## src/rtl/xsig_pkg.sv

```systemverilog
package xsig_pkg;
  // Widths of the signalling fields.
  localparam int unsigned FLAG_W = 3;
  localparam int unsigned GP_N   = 4;
  // General-purpose requests occupy bits GP_N-1:0; the non-maskable request sits at bit GP_N.
  localparam int unsigned REQ_W  = GP_N + 1;

  // Strobes from control to datapath for one side.
  typedef struct packed {
    logic             flagLoad;     // capture new own flag value
    logic             flagPublish;  // copy own flag value to the peer view
    logic [REQ_W-1:0] reqSet;       // request bits asked to be raised
    logic [REQ_W-1:0] reqClr;       // request bits acknowledged by the peer
  } strb_t;
endpackage

```

## src/rtl/xsig_ctrl.sv

```systemverilog
module xsig_ctrl
  import xsig_pkg::*;
#(
  parameter int unsigned XFER_CYC = 2
) (
  input  logic             clk,
  input  logic             rstN,
  input  logic             flagWe,
  input  logic             reqWe,
  input  logic [REQ_W-1:0] reqIn,
  input  logic             peerAckWe,
  input  logic [REQ_W-1:0] peerAckIn,
  output strb_t            strb,
  output logic             busy
);
  localparam int unsigned CNT_W = $clog2(XFER_CYC + 1);

  logic [CNT_W-1:0] xferCnt;

  always_ff @(posedge clk) begin
    if (!rstN) begin
      xferCnt <= '0;
    end else if (strb.flagLoad) begin
      xferCnt <= CNT_W'(XFER_CYC);
    end else if (xferCnt != '0) begin
      xferCnt <= xferCnt - CNT_W'(1);
    end
  end

  always_comb begin
    busy             = (xferCnt != '0);
    strb.flagLoad    = flagWe && !busy;
    strb.flagPublish = (xferCnt == CNT_W'(1));
    strb.reqSet      = reqWe ? reqIn : '0;
    strb.reqClr      = peerAckWe ? peerAckIn : '0;
  end
endmodule

```

## src/rtl/xsig_dp.sv

```systemverilog
module xsig_dp
  import xsig_pkg::*;
(
  input  logic              clk,
  input  logic              rstN,
  input  strb_t             strb,
  input  logic [FLAG_W-1:0] flagIn,
  output logic [FLAG_W-1:0] flagOwn,
  output logic [FLAG_W-1:0] flagPub,
  output logic [REQ_W-1:0]  reqQ
);
  always_ff @(posedge clk) begin
    if (!rstN) begin
      flagOwn <= '0;
      flagPub <= '0;
      reqQ    <= '0;
    end else begin
      if (strb.flagLoad)    flagOwn <= flagIn;
      if (strb.flagPublish) flagPub <= flagOwn;
      // An acknowledge wins over a repeated trigger of a pending bit;
      // a trigger of an idle bit always lands.
      reqQ <= (reqQ & ~strb.reqClr) | (strb.reqSet & ~reqQ);
    end
  end
endmodule

```

## src/rtl/xcore_signal.sv

```systemverilog
module xcore_signal
  import xsig_pkg::*;
#(
  parameter int unsigned XFER_CYC = 2
) (
  input  logic              clk,
  input  logic              rstN,
  input  logic              aFlagWe,
  input  logic [FLAG_W-1:0] aFlagIn,
  input  logic              aReqWe,
  input  logic [GP_N-1:0]   aGpReqIn,
  input  logic              aNmiReqIn,
  input  logic              aAckWe,
  input  logic [GP_N-1:0]   aGpAckIn,
  input  logic              aNmiAckIn,
  output logic [FLAG_W-1:0] aFlagOwn,
  output logic              aFlagBusy,
  output logic [FLAG_W-1:0] aPeerFlags,
  output logic [GP_N-1:0]   aGpReq,
  output logic              aNmiReq,
  output logic [GP_N-1:0]   aGpPend,
  output logic              aNmiPend,
  input  logic              bFlagWe,
  input  logic [FLAG_W-1:0] bFlagIn,
  input  logic              bReqWe,
  input  logic [GP_N-1:0]   bGpReqIn,
  input  logic              bNmiReqIn,
  input  logic              bAckWe,
  input  logic [GP_N-1:0]   bGpAckIn,
  input  logic              bNmiAckIn,
  output logic [FLAG_W-1:0] bFlagOwn,
  output logic              bFlagBusy,
  output logic [FLAG_W-1:0] bPeerFlags,
  output logic [GP_N-1:0]   bGpReq,
  output logic              bNmiReq,
  output logic [GP_N-1:0]   bGpPend,
  output logic              bNmiPend
);
  localparam int unsigned SIDES = 2;

  logic              flagWe  [SIDES];
  logic [FLAG_W-1:0] flagIn  [SIDES];
  logic              reqWe   [SIDES];
  logic [REQ_W-1:0]  reqIn   [SIDES];
  logic              ackWe   [SIDES];
  logic [REQ_W-1:0]  ackIn   [SIDES];
  logic [FLAG_W-1:0] flagOwn [SIDES];
  logic [FLAG_W-1:0] flagPub [SIDES];
  logic              busy    [SIDES];
  logic [REQ_W-1:0]  reqQ    [SIDES];
  strb_t             strb    [SIDES];

  assign flagWe[0] = aFlagWe;
  assign flagIn[0] = aFlagIn;
  assign reqWe[0]  = aReqWe;
  assign reqIn[0]  = {aNmiReqIn, aGpReqIn};
  assign ackWe[0]  = aAckWe;
  assign ackIn[0]  = {aNmiAckIn, aGpAckIn};
  assign flagWe[1] = bFlagWe;
  assign flagIn[1] = bFlagIn;
  assign reqWe[1]  = bReqWe;
  assign reqIn[1]  = {bNmiReqIn, bGpReqIn};
  assign ackWe[1]  = bAckWe;
  assign ackIn[1]  = {bNmiAckIn, bGpAckIn};

  for (genvar s = 0; s < SIDES; s++) begin : g_side
    localparam int unsigned PEER = SIDES - 1 - s;

    xsig_ctrl #(.XFER_CYC(XFER_CYC)) u_ctrl (
      .clk       (clk),
      .rstN      (rstN),
      .flagWe    (flagWe[s]),
      .reqWe     (reqWe[s]),
      .reqIn     (reqIn[s]),
      .peerAckWe (ackWe[PEER]),
      .peerAckIn (ackIn[PEER]),
      .strb      (strb[s]),
      .busy      (busy[s])
    );

    xsig_dp u_dp (
      .clk     (clk),
      .rstN    (rstN),
      .strb    (strb[s]),
      .flagIn  (flagIn[s]),
      .flagOwn (flagOwn[s]),
      .flagPub (flagPub[s]),
      .reqQ    (reqQ[s])
    );
  end

  assign aFlagOwn   = flagOwn[0];
  assign aFlagBusy  = busy[0];
  assign aPeerFlags = flagPub[1];
  assign aGpReq     = reqQ[0][GP_N-1:0];
  assign aNmiReq    = reqQ[0][GP_N];
  assign aGpPend    = reqQ[1][GP_N-1:0];
  assign aNmiPend   = reqQ[1][GP_N];
  assign bFlagOwn   = flagOwn[1];
  assign bFlagBusy  = busy[1];
  assign bPeerFlags = flagPub[0];
  assign bGpReq     = reqQ[1][GP_N-1:0];
  assign bNmiReq    = reqQ[1][GP_N];
  assign bGpPend    = reqQ[0][GP_N-1:0];
  assign bNmiPend   = reqQ[0][GP_N];
endmodule

```

## config.mk

```make
export PLATFORM = sky130hd
export DESIGN_NAME = xcore_signal
export DESIGN_NICKNAME = d
export VERILOG_FILES = /design/src/rtl/xsig_pkg.sv /design/src/rtl/xsig_ctrl.sv /design/src/rtl/xsig_dp.sv /design/src/rtl/xcore_signal.sv
export SDC_FILE = /design/constraint.sdc
export NUM_CORES = 1
export LEC_CHECK = 0
export CORE_UTILIZATION = 41
export DETAILED_ROUTE_END_ITERATION = 7
export GPL_ROUTABILITY_DRIVEN = 0
export PLACE_DENSITY = 0.95
export SLEW_MARGIN = 20
export SYNTH_ARGS = -nofsm -noshare
export SYNTH_HDL_FRONTEND = slang
export SYNTH_HIERARCHICAL = 1
export SYNTH_SLANG_ARGS = --single-unit
```

## constraint.sdc

```tcl
create_clock -name clk -period 2.2 [get_ports clk]
set_input_delay 0.33 -clock clk [delete_from_list [all_inputs] [get_ports clk]]
set_output_delay 0.33 -clock clk [all_outputs]
set_load 0.01 [all_outputs]
```

==> flow_summary_export.csv <==
group,metric,value,unit
worst_setup_path,worstPathMaxFanout,4,
clock_network,htreeDepth,1,
pwr,irDropWorstVdd,0.0003832,V
logic_synthesis,ys_warn_count,6,
die,start_util,43.90,%
logic_synthesis,syn-num-nets,164,
pwr,p_sw,237.7,uW
timing,setup_violations,0,
logic_synthesis,synth.distinct_cells,14,
placement,place_area,0.001846,sq mm
logic_synthesis,netlist.area_leader.share,42.62,%
clock_network,post_cts_buffers,0,
global_routing,grt_max_degree,29,
global_routing,grtUsageMet2,35.29,%
logic_synthesis,ys_ff_latch,26,
clock_network,cts_made_buffers,3,
drt,drt_iter0_drc,23,
pwr,power_density,566.3,mW/mm^2
global_routing,grt_pass1_wl,4650,microns
timing,fin_setup_tns,0,ps
clock_network,clock_path_buffers,2,
drt,dr.pass1.iters,4,
global_routing,grt_pass1_vias,1119,
drt,routed-via-count,1058,
logic_synthesis,yosysSeqAreaShare,42.62,%
clock_network,hold_buffers,0,
timing,fmax,570.9,MHz
job,maxCapViolations,0,
worst_setup_path,crit_required,1870,ps
worst_setup_path,cp_cell_sequence,"or2_4 -> clkdlybuf4s50_1",
logic_synthesis,synthTopCellsByArea,"dfxtp_1 (43%), and2_1 (10%), nand2b_1 (10%), mux2i_1 (9.8%), nor2b_1 (7.2%)",
timing,worst_pin_slew,746.9,ps
logic_synthesis,synth_edf_count,0,
worst_setup_path,crit_path_start_kind,"flop",
hold_path,hold_path_class,"reg -> reg",
timing,skew,5.349,ps
timing,finalHoldViolations,0,
timing,maxSlewHeadroom,50.05,%
global_routing,gr-usage-all-layers,18.23,%
timing,fin_crit,1752,ps
final_layout,nets,224,
pwr,pwr-share-comb,21.8,%
clock_network,cts_resized,0,
timing,final_max_slew_viol_count,0,
timing,rsz0062_at_grt,"false",
clock_network,clock-sinks,26,
die,boundaryPins,68,
pwr,clockPowerShare,29.9,%
global_routing,busiest_layer,"met2",
drt,routedWlPerCell,12.45,microns
worst_setup_path,crit_type,"reg -> out",
clock_network,clk_latency,310,ps
placement,io_buffers,67,
final_layout,finalInstanceArea,0.001898,sq mm
logic_synthesis,synth_area,0.001221,sq mm
final_layout,final_common_cell,"clkdlybuf4s50_1",
global_routing,met3_usage,3.226,%
drt,drt-total-wl,2738,microns
logic_synthesis,synthCells,130,
logic_synthesis,synth_top_area_cell,"dfxtp_1",
logic_synthesis,async_flop_share,0,%
die,die-area,0.003201,sq mm
worst_setup_path,crit_slowest_cell,"clkdlybuf4s50_1",
die,die_x,56.58,microns
final_layout,drive_gt1_share,4.233,%
die,core_area,0.002781,sq mm
drt,drc_errors,0,
logic_synthesis,synth_area_per_cell,9.394,sq um
pwr,switching_share,22.12,%
die,std_cell_rows,19,
worst_setup_path,cp_slowest_stage_delay,480,ps
global_routing,overflow,0,
drt,viasPerCell,4.809,
worst_setup_path,end_kind,"output pin",
die,dieHeight,56.58,microns
logic_synthesis,ys.flop_type,"dfxtp_1",
pwr,seqPwrFrac,48.3,%
final_layout,diodes,0,
global_routing,grt.met1_usage,19.83,%
pwr,intPower,837.1,uW
drt,ant_nets,0,
clock_network,clkTransAtPathRegs,140,ps
worst_setup_path,crit_arrival,1420,ps
outcome,status,"complete, no violations",
clock_network,cts_tree,"built",
placement,dpl.hpwl,2142,microns
final_layout,syn2layout_area_growth,55.43,%
global_routing,antenna_found_initial,0,
timing,fin_crit_sh,79.62,%
final_layout,final_cell_mix,"clkdlybuf4s50_1 (67), dfxtp_1 (26), and2_1 (20), nand2b_1 (20), nor2b_1 (14)",
clock_network,cts_root_buf,"clkbuf_4",
pwr,leakage,0.0007104,uW
==> metrics by stage <==
stage | hold WS, ps | total power, uW | worst slack (ps) | std cells | utilization [%]
6_report | 465.8 | 1075 | 448.4 | 220 | 68.24
4_1_cts | 473.8 | 1086 | 434.8 | 220 | 68.24
3_3_place_gp | 430.6 | 754.9 | 605.8 | 216 | 66.35
5_1_grt | 501.4 | 1123 | 391.2 | 220 | 68.24
3_5_place_dp | 450.4 | 763.8 | 553.1 | 216 | 66.35
2_1_floorplan | 421.8 | 633.7 | 1018 | 130 | -
==> state kept, by name (all words and copies together) (netlist names) <==
register and cells:
g_side.u_dp/flagPub 6, g_side.u_dp/reqQ 10, g_side.u_dp/flagOwn 6, g_side.u_ctrl/xferCnt 4
==> worst max-delay path: cells and delay by family (launching register included) <==
family	cells	cell delay [ps]
and+or+nand+nor	1	270
buffers and inverters	1	480
DFF	1	360
==> final cells by class <==
| type | instances | area (sq um) |
|---|---|---|
| fillers | 222 | 883.3 |
| repair buffers | 67 | 670.6 |
| multi-input cells | 90 | 608.1 |
| flip-flops and latches | 26 | 520.5 |
| well taps | 31 | 38.79 |
| clock inverters | 1 | 30.03 |
| clock buffers | 3 | 22.52 |
| inverters | 2 | 7.507 |
==> power groups by stage <==
stage,combinational [uW],clock (uW),sequential [uW]
detailed placement,235,0,528
floorplan,99.5,0,534
finish,234,321,519
global placement,228,0,527
CTS,237,330,519
global route,252,348,523
==> cell usage after synthesis, types with 4 or more instances <==
cell type  count
nand2_1        4
mux2i_1       12
nor2_1         4
a21boi_1      10
nand2b_1      20
dfxtp_1       26
nor2b_1       14
and2_1        20
buf_4         10
==> cell families (layout without fill, tap and decap cells) <==
logic type | count (synthesis) | after routing | synth area share [%]
mux | 12 | 12 | 9.836
compound gates | 12 | 12 | 7.582
buf+inv | 14 | 73 | 7.582
flops | 26 | 26 | 42.62
simple gates | 66 | 66 | 32.38
==> metal layers <==
metal | vias to the layer above | share of wire, %
met1 | 483 | 42
met3 | 2 | 7.7
met2 | 53 | 50
li1 | 520 | -
met4 | 0 | 0.33
met5 | - | 0
==> worst paths after layout <==
kind                               start                          end  slack [ps]  cells after the start
min reg2reg  g_side[1].u_ctrl/xferCnt[0]  g_side[1].u_ctrl/xferCnt[0]         470                      1
max          g_side[0].u_ctrl/xferCnt[0]                    aFlagBusy         450                      2
min          g_side[1].u_ctrl/xferCnt[0]  g_side[1].u_ctrl/xferCnt[0]         470                      1
max reg2reg  g_side[0].u_ctrl/xferCnt[0]    g_side[0].u_dp/flagOwn[0]         880                      4
Power figures use the tool's default switching activity.
